==> src/rtl/tdm_fmt_pkg.sv <==
// Package: shared widths and the RGB565 packing rule for the formatter.
// Assumes 5/6/5 colour components and a 16-bit bus.
package tdm_fmt_pkg;
    parameter int RED_W   = 5;
    parameter int GREEN_W = 6;
    parameter int BLUE_W  = 5;
    localparam int BUS_W  = RED_W + GREEN_W + BLUE_W;

    // Place red in the low bits, green in the middle, blue at the top.
    function automatic logic [BUS_W-1:0] pack565(input logic [RED_W-1:0]   r,
                                                 input logic [GREEN_W-1:0] g,
                                                 input logic [BLUE_W-1:0]  b);
        return {b, g, r};
    endfunction
endpackage

==> src/rtl/tdm_phase_ctrl.sv <==
// Module: tdm_phase_ctrl
// Tracks whether the current clock is the data cycle or the filler cycle
// of a pixel. In time-division mode the phase toggles every clock and is
// forced back to the data cycle when data-enable rises. Assumes in_de is
// registered upstream, so in_ready may depend on it combinationally.
module tdm_phase_ctrl (
    input  logic clk,
    input  logic rst_n,
    input  logic tdm_en,
    input  logic in_de,
    output logic first_phase,
    output logic in_ready
);
    logic de_prev;
    logic second_q;
    logic de_rise;

    // Decide the phase of the current cycle from the state and the DE edge.
    always_comb begin
        de_rise     = in_de & ~de_prev;
        first_phase = ~(tdm_en & second_q & ~de_rise);
        in_ready    = first_phase;
    end

    // Advance the phase toggle and remember data-enable for edge detection.
    always_ff @(posedge clk) begin
        if (!rst_n) begin
            de_prev  <= 1'b0;
            second_q <= 1'b0;
        end else begin
            de_prev  <= in_de;
            second_q <= tdm_en & first_phase;
        end
    end

    AST_DISABLED_READY: assert property (@(posedge clk) disable iff (!rst_n)
        !tdm_en |-> in_ready);
    AST_ALTERNATE: assert property (@(posedge clk) disable iff (!rst_n)
        (tdm_en && in_ready) |=> (!in_ready || !tdm_en || (in_de && !$past(in_de))));
    AST_FILLER_THEN_DATA: assert property (@(posedge clk) disable iff (!rst_n)
        (tdm_en && !in_ready) |=> in_ready);
endmodule

==> src/rtl/tdm_data_stage.sv <==
// Module: tdm_data_stage
// Single output register stage for the packed pixel and the line/frame
// strobes. The pixel is loaded only on data cycles; the strobes pass
// every clock so that all outputs share one clock of latency.
module tdm_data_stage
    import tdm_fmt_pkg::*;
(
    input  logic               clk,
    input  logic               rst_n,
    input  logic               load,
    input  logic [RED_W-1:0]   in_red,
    input  logic [GREEN_W-1:0] in_green,
    input  logic [BLUE_W-1:0]  in_blue,
    input  logic               in_hs,
    input  logic               in_vs,
    input  logic               in_de,
    output logic [BUS_W-1:0]   out_data,
    output logic               out_hs,
    output logic               out_vs,
    output logic               out_de
);
    // Register the strobes every clock and the pixel on data cycles only.
    always_ff @(posedge clk) begin
        if (!rst_n) begin
            out_data <= '0;
            out_hs   <= 1'b0;
            out_vs   <= 1'b0;
            out_de   <= 1'b0;
        end else begin
            out_hs <= in_hs;
            out_vs <= in_vs;
            out_de <= in_de;
            if (load) begin
                out_data <= pack565(in_red, in_green, in_blue);
            end
        end
    end

    AST_RED_LANE: assert property (@(posedge clk) disable iff (!rst_n)
        load |=> out_data[RED_W-1:0] == $past(in_red));
    AST_BLUE_LANE: assert property (@(posedge clk) disable iff (!rst_n)
        load |=> out_data[BUS_W-1:BUS_W-BLUE_W] == $past(in_blue));
    AST_FILLER_HOLD: assert property (@(posedge clk) disable iff (!rst_n)
        !load |=> $stable(out_data));
    AST_SYNC_ALIGN: assert property (@(posedge clk) disable iff (!rst_n)
        1'b1 |=> (out_hs == $past(in_hs) && out_vs == $past(in_vs) && out_de == $past(in_de)));
endmodule

==> src/rtl/fid_delay_line.sv <==
// Module: fid_delay_line
// Shift register for the field identifier. Tap 0 is aligned with the
// other registered outputs; the select picks how many further clocks of
// delay are added. Assumes the select is quasi-static during a field.
module fid_delay_line #(
    parameter int MAX_DLY = 3,
    localparam int SEL_W  = (MAX_DLY < 1) ? 1 : $clog2(MAX_DLY + 1)
) (
    input  logic             clk,
    input  logic             rst_n,
    input  logic             fid_in,
    input  logic [SEL_W-1:0] sel,
    output logic             fid_out
);
    logic [MAX_DLY:0] tap;

    // First stage: aligned with the data register.
    always_ff @(posedge clk) begin
        if (!rst_n) tap[0] <= 1'b0;
        else        tap[0] <= fid_in;
    end

    for (genvar i = 1; i <= MAX_DLY; i++) begin : g_stage
        // Extra stage i of the field-ID delay.
        always_ff @(posedge clk) begin
            if (!rst_n) tap[i] <= 1'b0;
            else        tap[i] <= tap[i-1];
        end

        AST_FID_SHIFT: assert property (@(posedge clk) disable iff (!rst_n)
            1'b1 |=> tap[i] == $past(tap[i-1]));
    end

    // Pick the tap, clamping selects beyond the deepest stage.
    always_comb begin
        if (int'(sel) > MAX_DLY) fid_out = tap[MAX_DLY];
        else                     fid_out = tap[sel];
    end

    AST_FID_TAP0: assert property (@(posedge clk) disable iff (!rst_n)
        (sel == '0) |=> (sel != '0) || (fid_out == $past(fid_in)));
endmodule

==> src/rtl/tdm_rgb_formatter.sv <==
// Module: tdm_rgb_formatter
// Top of the formatter: the phase control, the output register stage and
// the field-ID delay line. Assumes upstream holds a pixel until in_ready
// is seen high and that the strobes are valid on every clock.
module tdm_rgb_formatter
    import tdm_fmt_pkg::*;
#(
    parameter int FID_MAX_DLY = 3,
    localparam int DLY_W      = (FID_MAX_DLY < 1) ? 1 : $clog2(FID_MAX_DLY + 1)
) (
    input  logic               clk,
    input  logic               rst_n,
    input  logic               tdm_en,
    input  logic [DLY_W-1:0]   fid_dly,
    input  logic [RED_W-1:0]   in_red,
    input  logic [GREEN_W-1:0] in_green,
    input  logic [BLUE_W-1:0]  in_blue,
    input  logic               in_hs,
    input  logic               in_vs,
    input  logic               in_fid,
    input  logic               in_de,
    output logic               in_ready,
    output logic [BUS_W-1:0]   out_data,
    output logic               out_hs,
    output logic               out_vs,
    output logic               out_de,
    output logic               out_fid
);
    logic first_phase;

    tdm_phase_ctrl u_phase (
        .clk         (clk),
        .rst_n       (rst_n),
        .tdm_en      (tdm_en),
        .in_de       (in_de),
        .first_phase (first_phase),
        .in_ready    (in_ready)
    );

    tdm_data_stage u_data (
        .clk      (clk),
        .rst_n    (rst_n),
        .load     (first_phase),
        .in_red   (in_red),
        .in_green (in_green),
        .in_blue  (in_blue),
        .in_hs    (in_hs),
        .in_vs    (in_vs),
        .in_de    (in_de),
        .out_data (out_data),
        .out_hs   (out_hs),
        .out_vs   (out_vs),
        .out_de   (out_de)
    );

    fid_delay_line #(.MAX_DLY(FID_MAX_DLY)) u_fid (
        .clk     (clk),
        .rst_n   (rst_n),
        .fid_in  (in_fid),
        .sel     (fid_dly),
        .fid_out (out_fid)
    );

    AST_RESET_CLEAR: assert property (@(posedge clk)
        !rst_n |=> (out_data == '0 && !out_hs && !out_vs && !out_de && !out_fid));
    AST_RISE_IS_DATA: assert property (@(posedge clk) disable iff (!rst_n)
        (in_de && !$past(in_de)) |-> in_ready);
endmodule

==> config.mk <==
export PLATFORM = sky130hd
export DESIGN_NAME = tdm_rgb_formatter
export DESIGN_NICKNAME = d
export VERILOG_FILES = /design/src/rtl/tdm_fmt_pkg.sv /design/src/rtl/tdm_phase_ctrl.sv /design/src/rtl/tdm_data_stage.sv /design/src/rtl/fid_delay_line.sv /design/src/rtl/tdm_rgb_formatter.sv
export SDC_FILE = /design/constraint.sdc
export NUM_CORES = 1
export LEC_CHECK = 0
export ABC_AREA = 1
export BUFFER_PORTS_ARGS = -buffer_cell sky130_fd_sc_hd__buf_4
export CAP_MARGIN = 20
export CORE_MARGIN = 8
export CORE_UTILIZATION = 25
export DETAILED_ROUTE_END_ITERATION = 16
export PLACE_DENSITY_LB_ADDON = 0.12
export SETUP_SLACK_MARGIN = 0.3
export SLEW_MARGIN = 20
export SYNTH_ARGS = -nofsm -noshare
export SYNTH_HDL_FRONTEND = slang
export SYNTH_HIERARCHICAL = 1
export SYNTH_SLANG_ARGS = --single-unit
==> constraint.sdc <==
create_clock -name clk -period 1.15 [get_ports clk]
set_input_delay 0.115 -clock clk [delete_from_list [all_inputs] [get_ports clk]]
set_output_delay 0.115 -clock clk [all_outputs]
set_load 0.005 [all_outputs]
# Word level (Yosys, flattened, before mapping)
# Index checks and enable logic that the tools add are counted.
[word_totals] out_inout_bits=21 ff_bits=24
[classes] bitwise=7 muxes=2 order_cmp=1
[op_table] cell="$and A1 B1 Y1" n=4
[op_table] cell="$lt A2 B3 Y1 const B" n=1
[op_table] cell="$not A1 Y1" n=3
[op_table] cell="$bmux W1 S2" n=1
[op_table] cell="$mux W1" n=1

# Depth between registers and ports, before layout
[depth] depth_word=6 mapped_depth=7

# Hierarchy
# The synthesis kept the hierarchy.
[modules_own_cells] module="tdm_data_stage" n_inst=1 area_each_um2=752.0 cells_each=110 seq_area_each_um2=380.4
[modules_own_cells] module="fid_delay_line" n_inst=1 area_each_um2=161.4 cells_each=25 seq_area_each_um2=80.1
[modules_own_cells] module="tdm_phase_ctrl" n_inst=1 area_each_um2=86.3 cells_each=12 seq_area_each_um2=40.0

# Worst setup path before layout
# OpenSTA, ideal clock, no wires.
[synth_timing] kind="reg-to-reg" start="register u_phase.de_prev" end="register u_data.out_data[10]" required_time_ns=1.037 setup_slack_ns=0.199 setup_ns=0.113 t_arrival_ns=0.838 path_stages_with_launch=7 path_cell_list="dfxtp_1 inv_1 nand2_1 nand2_1 buf_6 nor2_1 nor2_1"
[synth_via] elab_chain_len=4
[synth_rtl] item="start, declared" line="tdm_phase_ctrl.sv:14" rtl="logic de_prev;"
[synth_rtl] item="start signal, assigned" line="tdm_phase_ctrl.sv:31" rtl="de_prev <= in_de;"
[synth_rtl] item="$not A1 Y1" line="tdm_phase_ctrl.sv:20" rtl="de_rise = in_de & ~de_prev;"
[synth_rtl] item="$and A1 B1 Y1" line="tdm_phase_ctrl.sv:20"
[synth_rtl] item="$not A1 Y1" line="tdm_phase_ctrl.sv:21" rtl="first_phase = ~(tdm_en & second_q & ~de_rise);"
[synth_rtl] item="$and A1 B1 Y1" line="tdm_phase_ctrl.sv:21"
[synth_rtl] item="end signal, assigned" line="tdm_data_stage.sv:34" rtl="out_data <= pack565(in_red, in_green, in_blue);"
[synth_rtl] item="end, declared" line="tdm_data_stage.sv:17" rtl="output logic [BUS_W-1:0] out_data,"
# No other way between the ends.
# A chain may end at the register's enable or synchronous reset.

# Worst setup path after layout
[layout_timing] start="register u_fid.tap[2]" end="output out_fid"
[layout_via] elab_chain_len=2
[layout_rtl] item="start, declared" line="fid_delay_line.sv:15" rtl="logic [MAX_DLY:0] tap;"
[layout_rtl] item="start signal, assigned by index" line="fid_delay_line.sv:27" rtl="else tap[i] <= tap[i-1];"
[layout_rtl] item="$bmux W1 S2" line="fid_delay_line.sv:37" rtl="else fid_out = tap[sel];"
[layout_rtl] item="$mux W1 (not written as such)" line="fid_delay_line.sv:37"
[layout_rtl] item="end, declared" line="tdm_rgb_formatter.sv:27" rtl="output logic out_fid"
# No other way between the ends. The select of a mux whose other input is x is not followed.

==> results by group <==
Run status
  • Status: finished, final reports clean

Clock network
  • CTS Buf Count: 3
  • CTS tree: yes
  • Root Buffer Master: clkbuf_8
  • Hold Buf Count CTS: 0
  • Skew-Pair Late Insertion Delay: 0.26 ns
  • CTS Buffer Depth: 2
  • Clk sinks: 25
  • CTS clk-pin slew, worst paths: roughly 0.090 ns
  • H-tree Lvls: 1

Detailed routing
  • Vias/cell: 3.95
  • First-iteration detailed-routing DRC count: 35
  • Total wire length: between 2000 and 3000 µm
  • DRT antenna net count: 0
  • Wire length per cell: 11.0 µm
  • Via count: 1,022
  • Final routed DRC violation total: 0
  • Pre-Repair DR Iteration Count: 3

Floorplan
  • Num rows: 23
  • Core area: about 0.004 mm²
  • I/O pin cnt: 46
  • Die area: ~0.0063 mm²
  • DIE HEIGHT: slightly below 80 µm
  • Starting density of the core: 25.5%
  • Chip width: between 70 and 80 µm

Cells and area
  • Syn-to-layout area delta: 76.1%
  • Layout cells sized above 1: 56.0%
  • Seq. cell area: about 530 µm²
  • Area of the multi-input gates: 449 µm²
  • Net count, final: 235
  • Inserted Diodes: 0
  • FILL cells: 425

Placed design
  • Gp weighted congestion: between 0.6 and 0.7
  • DP HPWL: ~1800 µm
  • IO buf count: 45
  • Pre-CTS setup slack: 0.128 ns

Timing
  • Final TNS setup: 0 ns
  • Worst Setup Slack, final: 0.108 ns
  • Final hold violation count: 0
  • Measured slew at the worst slew-check pin: 0.277 ns
  • Fin crit period: about 1.0 ns
  • Rel. slew slack: 81.6%
  • RSZ-0062 raised after global routing: true
  • Clock skew: approximately 0.0035 ns
  • Slew Viols, Final: 0
  • Period Utilization, post-route: 90.6%
  • Final setup fails: 0
  • Highest Clock Rate: 959 MHz

Yosys
  • Mapped Area: 1000 µm²
  • Syn Nets: 172
  • Mapped Cells: 147
  • Post-synth cell types: 8
  • Post-synthesis register bit count: 25
  • Syn. warnings: 6
  • Register area share after synthesis: 50.1%
  • Syn avg cell area: between 6 and 7 µm²

Worst hold path
  • WHS Path Cells: 3
  • Min-delay worst type: in2reg

Worst setup path
  • WP data arrival: 0.93 ns
  • Setup crit end kind: output port
  • R2R depth: 6
  • Kind of critical path: reg2out
  • Type of origin of the critical path: flop
  • CP Max Fanout: 2
  • CP required: 1.03 ns

Pwr
  • Net Sw Frac: between 20% and 30%
  • Clock power share: 27.8%
  • Maximum VDD drop: 0.485 mV
  • Switching pwr: 0.462 mW
  • Sequential Power Share: approximately half
  • P_int: 1.39 mW
  • Combinational group share of total power: 20.4%
  • Leak: ~1 nW
  • Pwr Density: 1050 mW/mm²

GRT
  • Grt ovf: 0
  • First-pass GRT wire length: 4130 µm
  • Total track usage: 8.22%
  • Largest net degree at the start of global routing: 26
  • Vias in the first global route: roughly 860
  • Initial antenna violation count: 0

Run
  • Number of max-cap violations: 0
==> flip-flops by register name, summed over array words and instances, names as in the netlist <==
| signal | cells |
|---|---|
| u_data/out_hs | 1 |
| u_phase/second_q | 1 |
| u_fid/tap | 4 |
| u_data/out_vs | 1 |
| u_data/out_de | 1 |
| u_data/out_data | 16 |
| u_phase/de_prev | 1 |
==> cell type report <==
class / count / share of cell area (%)
clock buffers: 3 / 2.35
well taps: 50 / 3.55
flip-flops and latches: 25 / 30.0
repair buffers: 62 / 31.3
clock inverters: 1 / 0.284
inverters: 32 / 6.97
multi-input cells: 86 / 25.5
==> worst max-delay path, stage by stage (launching register included) <==
cell and delay, ns:
dfxtp_2 0.35, inv_2 0.03, nand2_1 0.05, nand3_1 0.06, nand2_1 0.08, buf_6 0.09
==> metal layers <==
metal  GRT usage (%)  part of all wire (%)
met5               0                     0
met4            2.22                  0.70
met3            3.72                   8.0
met2            13.1                    48
met1            9.75                    43
==> power by group through the flow <==
stage                     registers, mW  clock network (mW)  logic (mW)
after floorplan                   0.963                   0       0.109
after global placement            0.961                   0       0.252
after detailed placement          0.962                   0       0.257
after CTS                         0.947               0.540       0.290
after global routing              0.965               0.578       0.414
final                             0.960               0.515       0.378
==> cells in the final DEF, fill, tap and decap left out, types with 4 or more instances in the layout <==
cell type / synthesis / routed
nand2_2: 0 / 7
inv_1: 32 / 27
nor2_2: 0 / 9
buf_4: 3 / 41
inv_2: 0 / 4
buf_6: 3 / 19
nor2_1: 32 / 20
nand2_1: 49 / 40
dfxtp_2: 0 / 22
==> cells in the mapped netlist <==
| cell type | n | area share [%] |
|---|---|---|
| buf_6 | 3 | 3.4 |
| buf_4 | 3 | 2.3 |
| inv_1 | 32 | 12 |
| nand3_1 | 2 | 1.0 |
| nand2_1 | 49 | 18 |
| a21oi_2 | 1 | 0.88 |
| nor2_1 | 32 | 12 |
| dfxtp_1 | 25 | 50 |
==> kinds of logic after synthesis <==
family | count (synthesis) | share of synthesized area, %
AOI/OAI and AO/OA | 1 | 0.876
and+or+nand+nor | 83 | 31.4
DFF | 25 | 50.1
buffers and inverters | 38 | 17.6
==> metrics by stage <==
stage / cell area, µm² / std cells / hold WS [ns] / total power, mW / utilization (%)
2_1_floorplan: 1010 / 147 / 0.208 / 1.07 / -
3_5_place_dp: 1350 / 236 / 0.296 / 1.22 / 34.6
5_1_grt: 1760 / 259 / 0.0293 / 1.96 / 45.0
6_report: 1760 / 259 / 0.0246 / 1.85 / 45.0
4_1_cts: 1500 / 247 / 0.0181 / 1.78 / 38.3
3_3_place_gp: 1350 / 236 / 0.295 / 1.21 / 34.6
==> final timing paths <==
path / from / end / slack, ns
max: u_fid/tap[2] / out_fid / 0.11
min: in_fid / u_fid/tap[0] / 0.02
max reg2reg: u_phase/second_q / u_data/out_data[15] / 0.20
min reg2reg: u_fid/tap[1] / u_fid/tap[2] / 0.44
==> timing repair <==
action / 4_1_cts / 5_1_grt
endpoints found under the setup margin: 24 / 34
setup buffers: 6 / 11
pin swaps: 5 / 13
cloned: 1 / 1
gates resized for setup: 18 / 58
(Power assumes the default switching activity.)
